### src/rtl/cap_pkg.sv
package cap_pkg;

    typedef enum logic [1:0] {
        TRG_OFF  = 2'b00,
        TRG_RISE = 2'b01,
        TRG_FALL = 2'b10,
        TRG_BOTH = 2'b11
    } trig_e;

    typedef enum logic [1:0] {
        SRC_PIN_A = 2'b00,
        SRC_PIN_B = 2'b01,
        SRC_LOW   = 2'b10,
        SRC_HIGH  = 2'b11
    } src_e;

    // Packed LSB-last: cap_en is bit 0, ovf is bit 8
    typedef struct packed {
        logic  ovf;
        logic  flag;
        logic  irq_en;
        logic  sync_en;
        src_e  src;
        trig_e trig;
        logic  cap_en;
    } ctl_t;

    localparam int CTL_BITS = $bits(ctl_t);
    localparam int CTL_W    = CTL_BITS + 1;   // plus read-only level bit
    localparam int OVF_BIT  = CTL_BITS - 1;

endpackage

### src/rtl/cap_src_sel.sv
module cap_src_sel
    import cap_pkg::*;
#(
    parameter int SYNC_STAGES = 2
) (
    input  logic clk,
    input  logic rst_n,
    input  logic in_a,
    input  logic in_b,
    input  src_e src,
    input  logic sync_en,
    output logic raw_o,
    output logic path_o
);

    localparam int LAST = SYNC_STAGES - 1;

    logic [LAST:0] sync_d, sync_q;
    logic          raw;

    always_comb begin
        unique case (src)
            SRC_PIN_A: raw = in_a;
            SRC_PIN_B: raw = in_b;
            SRC_LOW:   raw = 1'b0;
            default:   raw = 1'b1;
        endcase
    end

    for (genvar i = 0; i < SYNC_STAGES; i++) begin : g_stage
        if (i == 0) begin : g_first
            always_comb sync_d[i] = raw;
        end else begin : g_next
            always_comb sync_d[i] = sync_q[i-1];
        end
    end

    always_ff @(posedge clk or negedge rst_n) begin
        if (!rst_n) sync_q <= '0;
        else        sync_q <= sync_d;
    end

    assign raw_o  = raw;
    assign path_o = sync_en ? sync_q[LAST] : raw;

endmodule

### src/rtl/cap_edge_det.sv
module cap_edge_det
    import cap_pkg::*;
(
    input  logic  clk,
    input  logic  rst_n,
    input  logic  sig,
    input  logic  arm,
    input  trig_e trig,
    output logic  hit
);

    typedef struct packed {
        logic prev;
    } ed_t;

    ed_t  ed_d, ed_q;
    logic rise, fall;

    always_comb begin
        ed_d      = ed_q;
        ed_d.prev = sig;
        rise      = sig & ~ed_q.prev;
        fall      = ~sig & ed_q.prev;
        hit       = arm & ((trig[0] & rise) | (trig[1] & fall));
    end

    always_ff @(posedge clk or negedge rst_n) begin
        if (!rst_n) ed_q <= '0;
        else        ed_q <= ed_d;
    end

endmodule

### src/rtl/cap_channel.sv
module cap_channel
    import cap_pkg::*;
#(
    parameter int TW          = 16,
    parameter int SYNC_STAGES = 2
) (
    input  logic             clk,
    input  logic             rst_n,
    input  logic             ctl_we,
    input  logic [CTL_W-1:0] ctl_wdata,
    output logic [CTL_W-1:0] ctl_rdata,
    input  logic [TW-1:0]    cnt_in,
    input  logic             in_a,
    input  logic             in_b,
    output logic [TW-1:0]    cap_value,
    output logic             cap_flag,
    output logic             cap_ovf,
    output logic             irq
);

    typedef struct packed {
        ctl_t          ctl;
        logic [TW-1:0] cap;
    } st_t;

    st_t  st_d, st_q;
    logic raw_lvl, path_sig, hit;
    logic wdata_unused;

    assign wdata_unused = ctl_wdata[CTL_W-1];

    cap_src_sel #(.SYNC_STAGES(SYNC_STAGES)) i_src (
        .clk     (clk),
        .rst_n   (rst_n),
        .in_a    (in_a),
        .in_b    (in_b),
        .src     (st_q.ctl.src),
        .sync_en (st_q.ctl.sync_en),
        .raw_o   (raw_lvl),
        .path_o  (path_sig)
    );

    cap_edge_det i_edge (
        .clk   (clk),
        .rst_n (rst_n),
        .sig   (path_sig),
        .arm   (st_q.ctl.cap_en),
        .trig  (st_q.ctl.trig),
        .hit   (hit)
    );

    always_comb begin
        st_d = st_q;
        if (ctl_we) begin
            st_d.ctl = ctl_t'(ctl_wdata[CTL_BITS-1:0]);
        end
        if (hit) begin
            st_d.cap      = cnt_in;
            st_d.ctl.flag = 1'b1;
            if (st_q.ctl.flag) begin
                st_d.ctl.ovf = 1'b1;
            end
        end
    end

    always_ff @(posedge clk or negedge rst_n) begin
        if (!rst_n) st_q <= '0;
        else        st_q <= st_d;
    end

    assign ctl_rdata = {raw_lvl, st_q.ctl};
    assign cap_value = st_q.cap;
    assign cap_flag  = st_q.ctl.flag;
    assign cap_ovf   = st_q.ctl.ovf;
    assign irq       = st_q.ctl.flag & st_q.ctl.irq_en;

    assert_capture_value_R5: assert property (@(posedge clk) disable iff (!rst_n)
        hit |=> cap_value == $past(cnt_in));

    assert_flag_set_R5: assert property (@(posedge clk) disable iff (!rst_n)
        hit |=> cap_flag);

    assert_idle_R2: assert property (@(posedge clk) disable iff (!rst_n)
        !st_q.ctl.cap_en |=> $stable(cap_value));

    assert_ovf_set_R8: assert property (@(posedge clk) disable iff (!rst_n)
        (hit && cap_flag) |=> cap_ovf);

    assert_ovf_hold_R9: assert property (@(posedge clk) disable iff (!rst_n)
        (cap_ovf && !(ctl_we && !ctl_wdata[OVF_BIT])) |=> cap_ovf);

endmodule

### config.mk
export PLATFORM = sky130hd
export DESIGN_NAME = cap_channel
export DESIGN_NICKNAME = d
export VERILOG_FILES = /design/src/rtl/cap_pkg.sv /design/src/rtl/cap_src_sel.sv /design/src/rtl/cap_edge_det.sv /design/src/rtl/cap_channel.sv
export SDC_FILE = /design/constraint.sdc
export NUM_CORES = 1
export LEC_CHECK = 0
export ABC_CLOCK_PERIOD_IN_PS = 6100
export BUFFER_PORTS_ARGS = -buffer_cell sky130_fd_sc_hd__clkbuf_2
export CORE_ASPECT_RATIO = 0.7
export CORE_MARGIN = 2
export CORE_UTILIZATION = 45
export DETAILED_ROUTE_END_ITERATION = 10
export GPL_ROUTABILITY_DRIVEN = 0
export PLACE_DENSITY = 0.76
export SYNTH_ARGS = -nofsm -noshare
export SYNTH_HDL_FRONTEND = slang
export SYNTH_SLANG_ARGS = --single-unit
### constraint.sdc
create_clock -name clk -period 6.1 [get_ports clk]
set_input_delay 0.915 -clock clk [delete_from_list [all_inputs] [get_ports clk]]
set_output_delay 0.915 -clock clk [all_outputs]
set_load 0.05 [all_outputs]
# Yosys cells after proc, flatten, opt, wreduce, memory -nomap -nowiden
# Index checks and enable logic that the tools add are counted.
# op_classes
n_eq_ne	2
mux	5
bitwise	9
reduce_logical	2
# ops
cell	count
9-bit two-way mux	1
1-bit AND	6
1-bit case mux with 3 select lines	1
2-bit by 1-bit == test with 1-bit output, second input constant	1
2-bit == test, second input constant	1
2-bit zero test	1
1-bit two-way mux	2
2-bit two-way mux	1
1-bit inverter	2
2-bit nonzero test	1
1-bit OR	1
# word_totals
register_bits	28
input_bits	31
output_inout_bits	29
word_cells	28

# Depth between registers and ports, before layout
# depth
ltp_word	9
ltp_mapped	5
depth_no_buf	4

# By module
# From an unflattened synthesis, not the netlist that was laid out.
# unflattened
hier_cells	72
hier_area_um2	1114.8
# by_module_without_submodules
module	n_inst	cells_each	area_each_um2	seq_area_each_um2
cap_channel	1	59	975.9	625.6
cap_src_sel	1	9	92.6	50.0
cap_edge_det	1	4	46.3	25.0

# Worst setup path after synthesis
# Ideal clock, no wire load.
# synth_timing
path_type	input to output
from	in in_a
to	out ctl_rdata[9]
arrival_time_ns	1.677
t_required_ns	5.185
setup_slack_ns	3.508
path_stages	4
n_path_buf	1
path_cell_list	or3b_1 and2_4 inv_1 buf_4
# synth_via
elab_chain_len	1
# synth_lines
element	line_no	rtl
start, declared	cap_channel.sv:13	input logic in_a,
1-bit case mux with 3 select lines	cap_src_sel.sv:22	unique case (src)
end, declared	cap_channel.sv:11	output logic [CTL_W-1:0] ctl_rdata,
# Every way passes these cells.

# Worst setup path after layout
# Same ends and word-level chain as after synthesis.

==> impl_metrics.tcl <==
set metrics [dict create \
    crit_end "ctl_rdata[9]" \
    cp-start-kind "input pin" \
    ys_seq_area_share_pct 60.6 \
    drv_slew 0 \
    cts_resized 0 \
    via_per_inst 4.78 \
    min_period_ps 2800 \
    grt_first_pass_wirelength_mm 3.31 \
    regToRegEndpoint "cap_value[15]$_DFFE_PN0P_" \
    via_count 794 \
    max_stage_delay_ps 360 \
    rows 15 \
    cts_tree "yes" \
    nets 165 \
    yosys.area.top_type "dfrtp_1" \
    syn_nets 109 \
    drive_above_1_share_pct 65.2 \
    crit_type "in -> out" \
    switching_share_pct 48.7 \
    period_share_pct 45.8 \
    io_pins 60 \
    portBuffers 58 \
    finalPower_mw 0.774 \
    clkLatencyLatePin_ps 260 \
    hp-start "i_src.sync_q[0]$_DFF_PN0_" \
    synth.distinct_cells 18 \
    synth.top_cells.by_area "dfrtp_1 61%, mux2_2 22%, buf_4 3.2%" \
    p_clk_share_pct 12.1 \
    path_cells "clkbuf_2 > or3b_1 > and2_4 > inv_1 > clkbuf_2" \
    r2r-start "ctl_rdata[3]$_DFFE_PN0P_" \
    max_slew.worst_pin.slew_ps 880 \
    worst_ep_arrival_time_ps 1880 \
    comb_power_share_pct 51.3 \
    r2r_slack_ps 3860 \
    root_buffer "clkbuf_8" \
    grtUsageTotal_pct 14.6 \
    finalClockSkew_ps 4.76 \
    post-cts-setup-buffers 0 \
    critPathSlowestCell "or3b_1" \
    hold_buffers 0 \
    coreArea_um2 2460 \
    seqPwrFrac_pct 36.6 \
    finalHoldViolCount 0 \
    status "completed" \
    startpoint "in_a" \
    grt_pass1_vias 753 \
    p_int_mw 0.397 \
    synth_cells 78 \
    power_density_nw_per_um2 524 \
    setup_tns_ps 0 \
    drtIter0Drc 15 \
    drc_errors 0 \
    initial_utilization_pct 47.0 \
    fmax_ghz 0.358 \
    postSynthAreaPerCell_um2 14.8 \
    rsz0062_at_grt "false" \
    crit_fanout 3 \
    worst_ir_drop_vdd_v 0.000261 \
    cellLeakagePower_nw 0.747 \
    dp_hpwl_mm 1.60 \
    cp_data_required_time_ps 5180 \
    hold_path_class "reg -> reg" \
    grt_max_degree 29 \
    drt_wl_total_mm 1.99 \
    antenna_cells 0 \
    cap_violations 0 \
    switchingPower_mw 0.377 \
    syn2layout_area_growth_pct 27.8 \
    worst-r2r-cell-count 4 \
    antenna_found_initial 0 \
    setup_viol 0 \
    synth_area_um2 1160 \
    yosys.area.top_type_share_pct 60.6 \
    numCtsBuffers 3 \
    yosysWarnings 0 \
    antenna_left 0 \
    synth_seq_cells 28 \
    wire_per_inst_um 12.0 \
    clock-sinks 28 \
    clock_path_buffers 2 \
    fp.dieArea_um2 3000 \
    slew_headroom_pct 41.3 \
    die_w_um 64.6 \
    dr.pass1.iters 4 \
    htree_levels 1 \
    path_common_cell "clkbuf_2" \
    crit_path_end_kind "primary output" \
    die_h_um 46.4 \
    overflow 0 \
    clk_pin_slew_ps 80 \
]
-- sequential cells by signal, summed over array words and instances (netlist names) --
| signal | flops |
|---|---|
| cap_flag | 1 |
| cap_ovf | 1 |
| cap_value | 16 |
| ctl_rdata | 7 |
| i_edge.ed_q | 1 |
| i_src.sync_q | 2 |
-- metrics by stage --
stage	hold slack [ps]	cell area, um2	util [%]	cells	setup slack [ps]
2_1_floorplan	331	1160	-	78	3510
3_3_place_gp	333	1440	58.4	163	3300
3_5_place_dp	339	1440	58.4	163	3260
4_1_cts	360	1480	60.1	166	3290
5_1_grt	373	1480	60.1	166	3240
6_report	361	1480	60.1	166	3300
-- critical path: cells and delay by family --
family / cells / cell delay, ps
buffers and inverters: 3 / 410
AND/OR/NAND/NOR: 2 / 550
-- worst min path at each step --
stage	to	slack [ps]	cells past startpoint
floorplan	i_src.sync_q[1]$_DFF_PN0_	330	0
global placement	i_src.sync_q[1]$_DFF_PN0_	330	0
detailed placement	i_src.sync_q[1]$_DFF_PN0_	340	0
CTS	i_src.sync_q[1]$_DFF_PN0_	360	0
global route	i_src.sync_q[1]$_DFF_PN0_	370	0
finish	i_src.sync_q[1]$_DFF_PN0_	360	0
-- cell families (layout without fill, tap and decap cells) --
group | count (synthesis) | in the layout | share of synthesized area (%)
buffers and inverters | 9 | 63 | 5.20
AND/OR/NAND/NOR | 10 | 10 | 5.84
flip-flops | 28 | 28 | 60.6
AO/OA/AOI/OAI | 7 | 7 | 5.09
multiplexers | 24 | 24 | 23.3
-- cell usage after synthesis --
| cell | instances |
|---|---|
| dfrtp_1 | 28 |
| mux2_2 | 23 |
| buf_4 | 5 |
| nand2_1 | 3 |
| o21ai_0 | 3 |
| a21oi_1 | 2 |
| inv_1 | 2 |
| nand3b_1 | 2 |
| a311oi_4 | 1 |
| and2_1 | 1 |
| and2_4 | 1 |
| and3_1 | 1 |
| buf_6 | 1 |
| clkbuf_1 | 1 |
| mux2i_1 | 1 |
| nand4bb_1 | 1 |
| o211ai_1 | 1 |
| or3b_1 | 1 |
-- placed cells by master (no fill, tap or decap) --
master,count
nand2_1,3
mux2i_1,1
and2_1,1
nand4bb_1,1
o211ai_1,1
nand3b_1,2
inv_1,2
clkbuf_8,3
a311oi_4,1
a21oi_1,2
mux2_2,23
and2_4,1
o21ai_0,3
and3_1,1
clkbuf_2,58
dfrtp_1,28
or3b_1,1
-- layout make-up --
| cell class | count | area [um2] |
|---|---|---|
| multi-input cells | 41 | 395 |
| clock buffers | 3 | 41.3 |
| flip-flops and latches | 28 | 701 |
| repair buffers | 58 | 290 |
| well taps | 34 | 42.5 |
| fillers | 227 | 981 |
| inverters | 2 | 7.51 |
-- power by group through the flow --
stage	Combinational, mW	Clock (mW)	Sequential, mW
2_1_floorplan	0.105	0	0.497
3_3_place_gp	0.396	0	0.282
3_5_place_dp	0.402	0	0.288
4_1_cts	0.402	0.0995	0.284
5_1_grt	0.415	0.108	0.293
6_report	0.397	0.0935	0.283
-- per-layer routing --
layer	share of wire [%]	GRT usage, %	routed length (um)
met2	49	27.9	980
met4	0	2.55	0
met5	0	0	0
met3	8.6	4.89	171
met1	42	16.5	840
Power figures use the tool's default switching activity.
